### config.mk
export PLATFORM = sky130hd
export DESIGN_NAME = bank_xlat
export DESIGN_NICKNAME = d
export VERILOG_FILES = /design/src/rtl/bank_xlat_pkg.sv /design/src/rtl/xlat_prg_map.sv /design/src/rtl/xlat_cpu_dec.sv /design/src/rtl/xlat_chr_map.sv /design/src/rtl/xlat_nt_map.sv /design/src/rtl/bank_xlat.sv
export SDC_FILE = /design/constraint.sdc
export NUM_CORES = 1
export LEC_CHECK = 0
export BUFFER_PORTS_ARGS = -buffer_cell sky130_fd_sc_hd__buf_2
export CAP_MARGIN = 10
export CORE_MARGIN = 2
export CORE_UTILIZATION = 27
export DETAILED_ROUTE_END_ITERATION = 10
export GPL_ROUTABILITY_DRIVEN = 1
export PLACE_DENSITY = 0.93
export RECOVER_POWER = 25
export SLEW_MARGIN = 15
export SYNTH_ARGS = -nofsm -noshare
export SYNTH_HDL_FRONTEND = slang
export SYNTH_SLANG_ARGS = --single-unit
### constraint.sdc
create_clock -name vclk -period 0.9
set_input_delay 0.18 -clock vclk [all_inputs]
set_output_delay 0.18 -clock vclk [all_outputs]
set_load 0.005 [all_outputs]
### src/rtl/bank_xlat_pkg.sv
package bank_xlat_pkg;
  localparam int CPU_AW      = 16;
  localparam int PPU_AW      = 14;
  localparam int DW          = 8;
  localparam int PRG_SLOT_AW = 14;
  localparam int CHR_HALF_AW = 12;
  localparam int WRAM_AW     = 13;
  localparam int CHR_RAM_AW  = 13;
  localparam int PRG_REG_W   = 4;
  localparam int CHR_REG_W   = 5;
  localparam int CTRL_W      = 5;

  typedef enum logic [1:0] {
    NT_ALL_LO = 2'd0,
    NT_ALL_HI = 2'd1,
    NT_BY_ROW = 2'd2,
    NT_BY_COL = 2'd3
  } nt_mode_e;

  typedef struct packed {
    logic     chr_split;
    logic     prg_16k;
    logic     fix_last;
    nt_mode_e nt_mode;
  } ctrl_t;
endpackage

### src/rtl/xlat_prg_map.sv
module xlat_prg_map
  import bank_xlat_pkg::*;
#(
  parameter int PRG_BANKS = 8,
  parameter int PRG_AW    = 17
) (
  input  ctrl_t                 ctrl_i,
  input  logic [PRG_REG_W-1:0]  prg_bank_i,
  input  logic [CPU_AW-1:0]     cpu_addr_i,
  output logic [PRG_AW-1:0]     prg_addr_o
);
  localparam int FULL_W    = PRG_REG_W + PRG_SLOT_AW;
  localparam int LAST_BANK = (PRG_BANKS <= 15) ? PRG_BANKS - 1 : 15;
  localparam logic [PRG_REG_W-1:0] LAST = PRG_REG_W'(LAST_BANK);

  logic                 slot_hi;
  logic [PRG_REG_W-1:0] bank;
  logic [FULL_W-1:0]    full;

  assign slot_hi = cpu_addr_i[PRG_SLOT_AW];

  always_comb begin
    if (!ctrl_i.prg_16k)       bank = {prg_bank_i[PRG_REG_W-1:1], slot_hi};
    else if (!ctrl_i.fix_last) bank = slot_hi ? prg_bank_i : '0;
    else                       bank = slot_hi ? LAST : prg_bank_i;
  end

  assign full = {bank, cpu_addr_i[PRG_SLOT_AW-1:0]};

  generate
    if (PRG_AW <= FULL_W) begin : g_trunc
      assign prg_addr_o = full[PRG_AW-1:0];
    end else begin : g_ext
      assign prg_addr_o = {{(PRG_AW-FULL_W){1'b0}}, full};
    end
  endgenerate
endmodule

### src/rtl/xlat_cpu_dec.sv
module xlat_cpu_dec
  import bank_xlat_pkg::*;
(
  input  logic [CPU_AW-1:0]  cpu_addr_i,
  input  logic               cpu_we_i,
  input  logic               wram_dis_i,
  input  logic [DW-1:0]      prg_rdata_i,
  input  logic [DW-1:0]      wram_rdata_i,
  output logic               prg_cs_o,
  output logic               wram_cs_o,
  output logic               wram_we_o,
  output logic [WRAM_AW-1:0] wram_addr_o,
  output logic [DW-1:0]      cpu_rdata_o
);
  logic in_wram_win;

  // 0x6000-0x7FFF: top three bits 011
  assign in_wram_win = (cpu_addr_i[CPU_AW-1:WRAM_AW] == 3'b011);
  assign prg_cs_o    = cpu_addr_i[CPU_AW-1];
  assign wram_cs_o   = in_wram_win && !wram_dis_i;
  assign wram_we_o   = wram_cs_o && cpu_we_i;
  assign wram_addr_o = cpu_addr_i[WRAM_AW-1:0];

  always_comb begin
    if (prg_cs_o)       cpu_rdata_o = prg_rdata_i;
    else if (wram_cs_o) cpu_rdata_o = wram_rdata_i;
    else                cpu_rdata_o = '0;
  end
endmodule

### src/rtl/xlat_chr_map.sv
module xlat_chr_map
  import bank_xlat_pkg::*;
#(
  parameter int CHR_AW = 17
) (
  input  ctrl_t                 ctrl_i,
  input  logic [CHR_REG_W-1:0]  chr_bank0_i,
  input  logic [CHR_REG_W-1:0]  chr_bank1_i,
  input  logic                  chr_rom_en_i,
  input  logic [PPU_AW-1:0]     ppu_addr_i,
  input  logic                  ppu_we_i,
  output logic [CHR_AW-1:0]     chr_addr_o,
  output logic                  chr_rom_cs_o,
  output logic                  chr_ram_cs_o,
  output logic                  chr_ram_we_o
);
  logic                 in_chr;
  logic                 half;
  logic [CHR_REG_W-1:0] bank;

  assign in_chr = !ppu_addr_i[CHR_RAM_AW];
  assign half   = ppu_addr_i[CHR_HALF_AW];

  always_comb begin
    if (!ctrl_i.chr_split) bank = {chr_bank0_i[CHR_REG_W-1:1], half};
    else                   bank = half ? chr_bank1_i : chr_bank0_i;
  end

  always_comb begin
    if (chr_rom_en_i)
      chr_addr_o = CHR_AW'({bank, ppu_addr_i[CHR_HALF_AW-1:0]});
    else
      chr_addr_o = CHR_AW'(ppu_addr_i[CHR_RAM_AW-1:0]);
  end

  assign chr_rom_cs_o = in_chr && chr_rom_en_i;
  assign chr_ram_cs_o = in_chr && !chr_rom_en_i;
  assign chr_ram_we_o = chr_ram_cs_o && ppu_we_i;
endmodule

### src/rtl/xlat_nt_map.sv
module xlat_nt_map
  import bank_xlat_pkg::*;
(
  input  nt_mode_e           mode_i,
  input  logic [PPU_AW-1:0]  ppu_addr_i,
  output logic               nt_page_o
);
  always_comb begin
    unique case (mode_i)
      NT_ALL_LO: nt_page_o = 1'b0;
      NT_ALL_HI: nt_page_o = 1'b1;
      NT_BY_ROW: nt_page_o = ppu_addr_i[11];
      NT_BY_COL: nt_page_o = ppu_addr_i[10];
      default:   nt_page_o = 1'b0;
    endcase
  end
endmodule

### src/rtl/bank_xlat.sv
module bank_xlat
  import bank_xlat_pkg::*;
#(
  parameter int PRG_BANKS = 8,
  parameter int PRG_AW    = $clog2(PRG_BANKS) + PRG_SLOT_AW,
  parameter int CHR_AW    = CHR_REG_W + CHR_HALF_AW
) (
  input  logic [CTRL_W-1:0]     ctrl_i,
  input  logic [PRG_REG_W-1:0]  prg_bank_i,
  input  logic [CHR_REG_W-1:0]  chr_bank0_i,
  input  logic [CHR_REG_W-1:0]  chr_bank1_i,
  input  logic                  wram_dis_i,
  input  logic                  chr_rom_en_i,
  input  logic [CPU_AW-1:0]     cpu_addr_i,
  input  logic                  cpu_we_i,
  input  logic [DW-1:0]         prg_rdata_i,
  input  logic [DW-1:0]         wram_rdata_i,
  input  logic [PPU_AW-1:0]     ppu_addr_i,
  input  logic                  ppu_we_i,
  output logic [PRG_AW-1:0]     prg_addr_o,
  output logic                  prg_cs_o,
  output logic [WRAM_AW-1:0]    wram_addr_o,
  output logic                  wram_cs_o,
  output logic                  wram_we_o,
  output logic [DW-1:0]         cpu_rdata_o,
  output logic [CHR_AW-1:0]     chr_addr_o,
  output logic                  chr_rom_cs_o,
  output logic                  chr_ram_cs_o,
  output logic                  chr_ram_we_o,
  output logic                  nt_page_o
);
  ctrl_t ctrl;
  assign ctrl = ctrl_t'(ctrl_i);

  xlat_prg_map #(.PRG_BANKS(PRG_BANKS), .PRG_AW(PRG_AW)) u_prg (
    .ctrl_i(ctrl), .prg_bank_i(prg_bank_i), .cpu_addr_i(cpu_addr_i),
    .prg_addr_o(prg_addr_o)
  );

  xlat_cpu_dec u_cpu (
    .cpu_addr_i(cpu_addr_i), .cpu_we_i(cpu_we_i), .wram_dis_i(wram_dis_i),
    .prg_rdata_i(prg_rdata_i), .wram_rdata_i(wram_rdata_i),
    .prg_cs_o(prg_cs_o), .wram_cs_o(wram_cs_o), .wram_we_o(wram_we_o),
    .wram_addr_o(wram_addr_o), .cpu_rdata_o(cpu_rdata_o)
  );

  xlat_chr_map #(.CHR_AW(CHR_AW)) u_chr (
    .ctrl_i(ctrl), .chr_bank0_i(chr_bank0_i), .chr_bank1_i(chr_bank1_i),
    .chr_rom_en_i(chr_rom_en_i), .ppu_addr_i(ppu_addr_i), .ppu_we_i(ppu_we_i),
    .chr_addr_o(chr_addr_o), .chr_rom_cs_o(chr_rom_cs_o),
    .chr_ram_cs_o(chr_ram_cs_o), .chr_ram_we_o(chr_ram_we_o)
  );

  xlat_nt_map u_nt (
    .mode_i(ctrl.nt_mode), .ppu_addr_i(ppu_addr_i), .nt_page_o(nt_page_o)
  );
endmodule

==> impl_metrics.csv, run 1 <==
group,metric,value,unit
sta,hold_viol_final,0,
synthesis,synth_common_cells,"buf_4 (41), nand2_1 (8), nand2b_1 (8), o21ai_1 (7), inv_1 (6)",
drt,drt-pass1-iter-count,4,
sta,layout_min_cycle_time,0.927,ns
cells_and_area,syn2layout_area_growth,40.6,%
drt,drtIter0Drc,5,
synthesis,syn_inst,105,
pwr,irDropWorstVdd,0.199,mV
sta,fin_setup_tns,-0.0368,ns
cells_and_area,seqCellArea,0,um^2
floorplanning,die_height,54.7,um
synthesis,synth-xor-area-share,0,%
worst_setup_path,cp-end-kind,"primary output",
drt,drc,0,
drt,ant_nets,0,
pwr,p_leak,0.000547,uW
drt,routedWlPerCell,12.8,um
drt,vias,759,
placement,place_ws,-0.114,ns
worst_setup_path,arrival,0.75,ns
worst_setup_path,crit_path_max_incr_delay,0.18,ns
global_routing,gr-total-overflow,0,
global_routing,grt_start_max_net_pins,20,
synthesis,post-synth-top-count-cell,"buf_4",
synthesis,synth_top_family_by_area,"buffers and inverters",
worst_setup_path,crit_chain,"buf_6 -> nand3b_4 -> nor3b_2 -> buf_2",
synthesis,syn_avg_cell_area,6.60,um^2
floorplanning,die_area,2990,um^2
floorplanning,rows,18,
cells_and_area,fin_cells,164,
cells_and_area,stdcell_area,975,um^2
sta,slew_viol_final,0,
worst_setup_path,cp_data_required_time,0.72,ns
hold_path,worstHoldEndpoint,"chr_addr_o[3]",
drt,wirelength,2100,um
sta,slew_headroom,90.0,%
sta,worst_pin_slew,0.150,ns
cells_and_area,nets,205,
synthesis,synth_mux_area_share,0,%
synthesis,synth-simple-area-share,24.5,%
cells_and_area,antenna_cells,0,
placement,io_buffer_count,71,
hold_path,min_from,"ppu_addr_i[3]",
floorplanning,ios,131,
floorplanning,core,2450,um^2
synthesis,yosys_warnings,0,
clocking,hold_buffers,0,
synthesis,synth_compound_area_share,23.1,%
placement,dp_hpwl,1430,um
outcome,violations,"setup timing",
synthesis,syn_area,693,um^2
placement,place_area,753,um^2
cells_and_area,nClkBuffers,0,
global_routing,grt_first_pass_wirelength,2260,um
worst_setup_path,cpMaxStageDelayCell,"nand3b_4",
synthesis,synth_top_area_share,44.4,%
worst_setup_path,cp-start-kind,"input pin",
sta,finalSetupViolations,2,
hold_path,hold_path.class,"in -> out",
synthesis,synth_fa_ha_area_share,0,%
sta,rsz0062_at_grt,"true",
cells_and_area,drive_above_1_share,68.7,%
synthesis,synth_top_cells_by_area,"buf_4 (44%), nand2b_1 (7.2%), o21ai_1 (5.1%), a21boi_0 (4.3%), nand2_1 (4.3%)",
synthesis,synth_cell_types,20,
cells_and_area,design.seq.count,0,
drt,via_per_inst,4.63,
pwr,p_per_area,425,nW/um^2
synthesis,synthesis.nets,174,
global_routing,antenna_found_initial,0,
placement,dp_cells,162,
global_routing,grtUsageTotal,10.2,%
outcome,status,"finished, violations left",
sta,period_share,103,%
run,maxCapViolations,0,
synthesis,ys_seq_area_share,0,%
global_routing,first_global_vias,560,
placement,routabilityCongestion,0.661,
synthesis,synth_area_leader_cell,"buf_4",
worst_setup_path,criticalPathCategory,"in -> out",
worst_setup_path,cp_max_fo,5,
sta,fin_ws,-0.0272,ns
sta,whs,0.360,ns
floorplanning,start_util,28.2,%
sta,max_freq,1080,MHz
clocking,post-cts-setup-buffers,0,
floorplanning,chipWidth,54.7,um
hold_path,hold_depth,0,
-- per-layer routing --
layer | up-vias | routed length (um) | GRT usage [%]
met4 | 0 | 54 | 4.17
met3 | 13 | 315 | 1.37
met5 | - | 0 | 0
met2 | 54 | 1140 | 23.2
li1 | 364 | - | -
met1 | 328 | 584 | 8.09
-- through the flow --
stage	utilization (%)	total power (uW)
after floorplan	-	280
after global placement	30.7	301
after detailed placement	30.7	308
after CTS	34.1	348
final	39.7	415
after global routing	39.7	462
-- cell usage in the layout (no fill, tap or decap), drive strengths merged --
master / instances
and3: 4
a31oi: 2
nand2: 8
nor3b: 1
o21ai: 8
o22ai: 3
a21boi: 4
clkbuf: 1
nor2b: 3
and2: 1
inv: 6
nand3b: 2
o21a: 4
nand2b: 8
buf: 72
nor2: 2
a41oi: 1
a21oi: 4
-- worst max path at each step --
| stage | from | to | slack, ns | cells past startpoint |
|---|---|---|---|---|
| floorplan | ctrl_i[4] | chr_addr_o[13] | 0.09 | 3 |
| global placement | wram_dis_i | wram_we_o | -0.1 | 4 |
| detailed placement | wram_dis_i | wram_we_o | -0.11 | 4 |
| CTS | wram_dis_i | wram_we_o | -0.03 | 4 |
| global route | wram_dis_i | cpu_rdata_o[5] | -0.07 | 4 |
| finish | wram_dis_i | wram_we_o | -0.03 | 4 |
-- report_power, final --
part	internal (uW)	total [uW]	switching [uW]
logic	249	415	165
registers	0	0	0
clock network	0	0	0
-- worst max-delay path: cells and delay by family --
kind          cells  cell delay [ns]
simple gates      2             0.34
buf+inv           2             0.22
-- area by class of cell --
cell class / instances / area, um^2
repair buffers: 73 / 470
well taps: 30 / 37.5
inverters: 6 / 22.5
multi-input cells: 55 / 444
fillers: 256 / 1480
-- kinds of logic (layout without fill, tap and decap cells) --
family,count (synthesis),count (layout)
simple gates,28,29
compound gates,26,26
buf+inv,51,79
-- timing repair --
action | in CTS | in global routing
cloned | 1 | 1
pin swaps | 7 | 9
resized for setup | 19 | 26
endpoints found under the setup margin | 15 | 17
Power figures use the tool's default switching activity.
==> run 2: changes to the inputs <==
Settings changed: TNS_END_PERCENT set to 20.
==> run 2 against run 1 <==
  * Power fell by 14%
  * Final cell count fell by 0.61%
  * Sequential share of layout area did not move
  * Global-route usage did not move
  * Hold slack did not move
  * Routed wire length fell by 12%
  * Worst setup slack improved by 0.0018 ns
  * Highest routed layer unchanged
  * The run still ends with setup timing left
  * Die area did not move
  * Maximum frequency rose by 0.20%
  * Critical path depth did not move
==> impl_metrics.csv, run 2 (synthesis results as in run 1) <==
group,metric,value,unit
pwr,p_leak,0.000499,uW
cells_and_area,drive_above_1_share,62.4,%
worst_setup_path,path_buf_inv,2,
drt,routedWlPerCell,11.3,um
drt,drt-pass1-iter-count,4,
pwr,p_per_area,413,nW/um^2
floorplanning,rows,18,
worst_setup_path,criticalPathCategory,"in -> out",
sta,slew_headroom,90.3,%
sta,worst_pin_slew,0.144,ns
cells_and_area,seqCellArea,0,um^2
cells_and_area,layout_commonest_cell,"buf_2",
pwr,sw_frac_of_total,40.8,%
global_routing,grt_first_pass_wirelength,2260,um
floorplanning,start_util,28.2,%
cells_and_area,final_cell_mix,"buf_2 (64), nand2_1 (8), o21ai_1 (8)",
sta,fin_setup_tns,-0.0299,ns
sta,finalSetupViolations,2,
sta,slew_viol_final,0,
global_routing,grt_start_max_net_pins,20,
cells_and_area,syn2layout_area_growth,24.9,%
global_routing,grtUsageTotal,10.2,%
drt,ant_nets,0,
cells_and_area,nClkBuffers,0,
outcome,violations,"setup timing",
pwr,power_frac_comb,100.0,%
run,maxCapViolations,0,
global_routing,gr-total-overflow,0,
worst_setup_path,cp_top_family,"simple AND/OR/NAND/NOR gates",
sta,period_share,103,%
floorplanning,core,2450,um^2
pwr,p_switching,146,uW
placement,io_buffer_count,71,
pwr,p_clk_share,0,%
sta,hold_viol_final,0,
placement,place_ws,-0.114,ns
placement,dp_hpwl,1430,um
placement,routabilityCongestion,0.661,
worst_setup_path,cp-end-kind,"primary output",
worst_setup_path,arrival,0.75,ns
drt,via_per_inst,4.40,
drt,vias,717,
floorplanning,chipWidth,54.7,um
clocking,hold_buffers,0,
sta,rsz0062_at_grt,"true",
cells_and_area,design.seq.count,0,
drt,drc,0,
floorplanning,ios,131,
global_routing,antenna_found_initial,0,
pwr,irDropWorstVdd,0.195,mV
worst_setup_path,cp-start-kind,"input pin",
floorplanning,die_area,2990,um^2
drt,drtIter0Drc,4,
pwr,p_seq_share,0,%
hold_path,hold_path.class,"in -> out",
drt,wirelength,1840,um
sta,fin_ws,-0.0254,ns
floorplanning,die_height,54.7,um
pwr,internal_power,212,uW
cells_and_area,antenna_cells,0,
sta,layout_min_cycle_time,0.925,ns
worst_setup_path,cp_data_required_time,0.72,ns
global_routing,first_global_vias,560,
cells_and_area,nets,204,
worst_setup_path,crit_chain,"buf_6 -> nand3b_4 -> nor3b_2 -> buf_2",
worst_setup_path,cpMaxStageDelayCell,"nand3b_4",
worst_setup_path,cp_max_fo,5,
outcome,status,"finished, violations left",
sta,max_freq,1080,MHz
worst_setup_path,crit_path_max_incr_delay,0.18,ns
## run 2: cell count changes in the layout (fill, tap and decap cells not counted), moves of 3 or more
cell,change
o21ai_2,-4
buf_6,-3
buf_2,+4
o21ai_1,+4
## run 2: per-layer routing
layer | track usage (%) | part of all wire, % | vias to the layer above
met2 | 23.2 | 52 | 51
met4 | 4.17 | 2.9 | 0
met3 | 1.37 | 17 | 13
met1 | 8.09 | 28 | 290
met5 | 0 | 0 | -
li1 | - | - | 363
## run 2: cell type report
type / instances / area, um^2
Fill cell: 265 / 1590
Timing Repair Buffer: 72 / 412
Multi-Input combinational cell: 55 / 394
Tap cell: 30 / 37.5
Inverter: 6 / 22.5
## run 2: repair_timing
action | 4_1_cts | 5_1_grt
gates resized for setup | 19 | 7
cloned | 1 | 0
pin swaps | 7 | 3
buffers inserted | 0 | 0
setup endpoints to repair | 15 | 17
## run 2: worst paths after layout
kind	to	startpoint	slack, ns	cells past startpoint
max	wram_we_o	wram_dis_i	-0.03	4
min	chr_addr_o[3]	ppu_addr_i[3]	0.36	0
## run 2: metrics by stage
| stage | cell area [um^2] | total power [uW] | hold WS (ns) | utilization, % | instances |
|---|---|---|---|---|---|
| final | 866 | 357 | 0.360 | 35.3 | 163 |
| after global routing | 866 | 407 | 0.360 | 35.3 | 163 |
| after CTS | 837 | 348 | 0.360 | 34.1 | 163 |
| after detailed placement | 753 | 308 | 0.360 | 30.7 | 162 |
| after global placement | 753 | 301 | 0.360 | 30.7 | 162 |
| after floorplan | 693 | 280 | 0.390 | - | 105 |
## run 2: power groups by stage
| stage | Combinational [uW] | Clock [uW] | Sequential (uW) |
|---|---|---|---|
| 3_3_place_gp | 301 | 0 | 0 |
| 4_1_cts | 348 | 0 | 0 |
| 6_report | 357 | 0 | 0 |
| 5_1_grt | 407 | 0 | 0 |
| 3_5_place_dp | 308 | 0 | 0 |
| 2_1_floorplan | 280 | 0 | 0 |
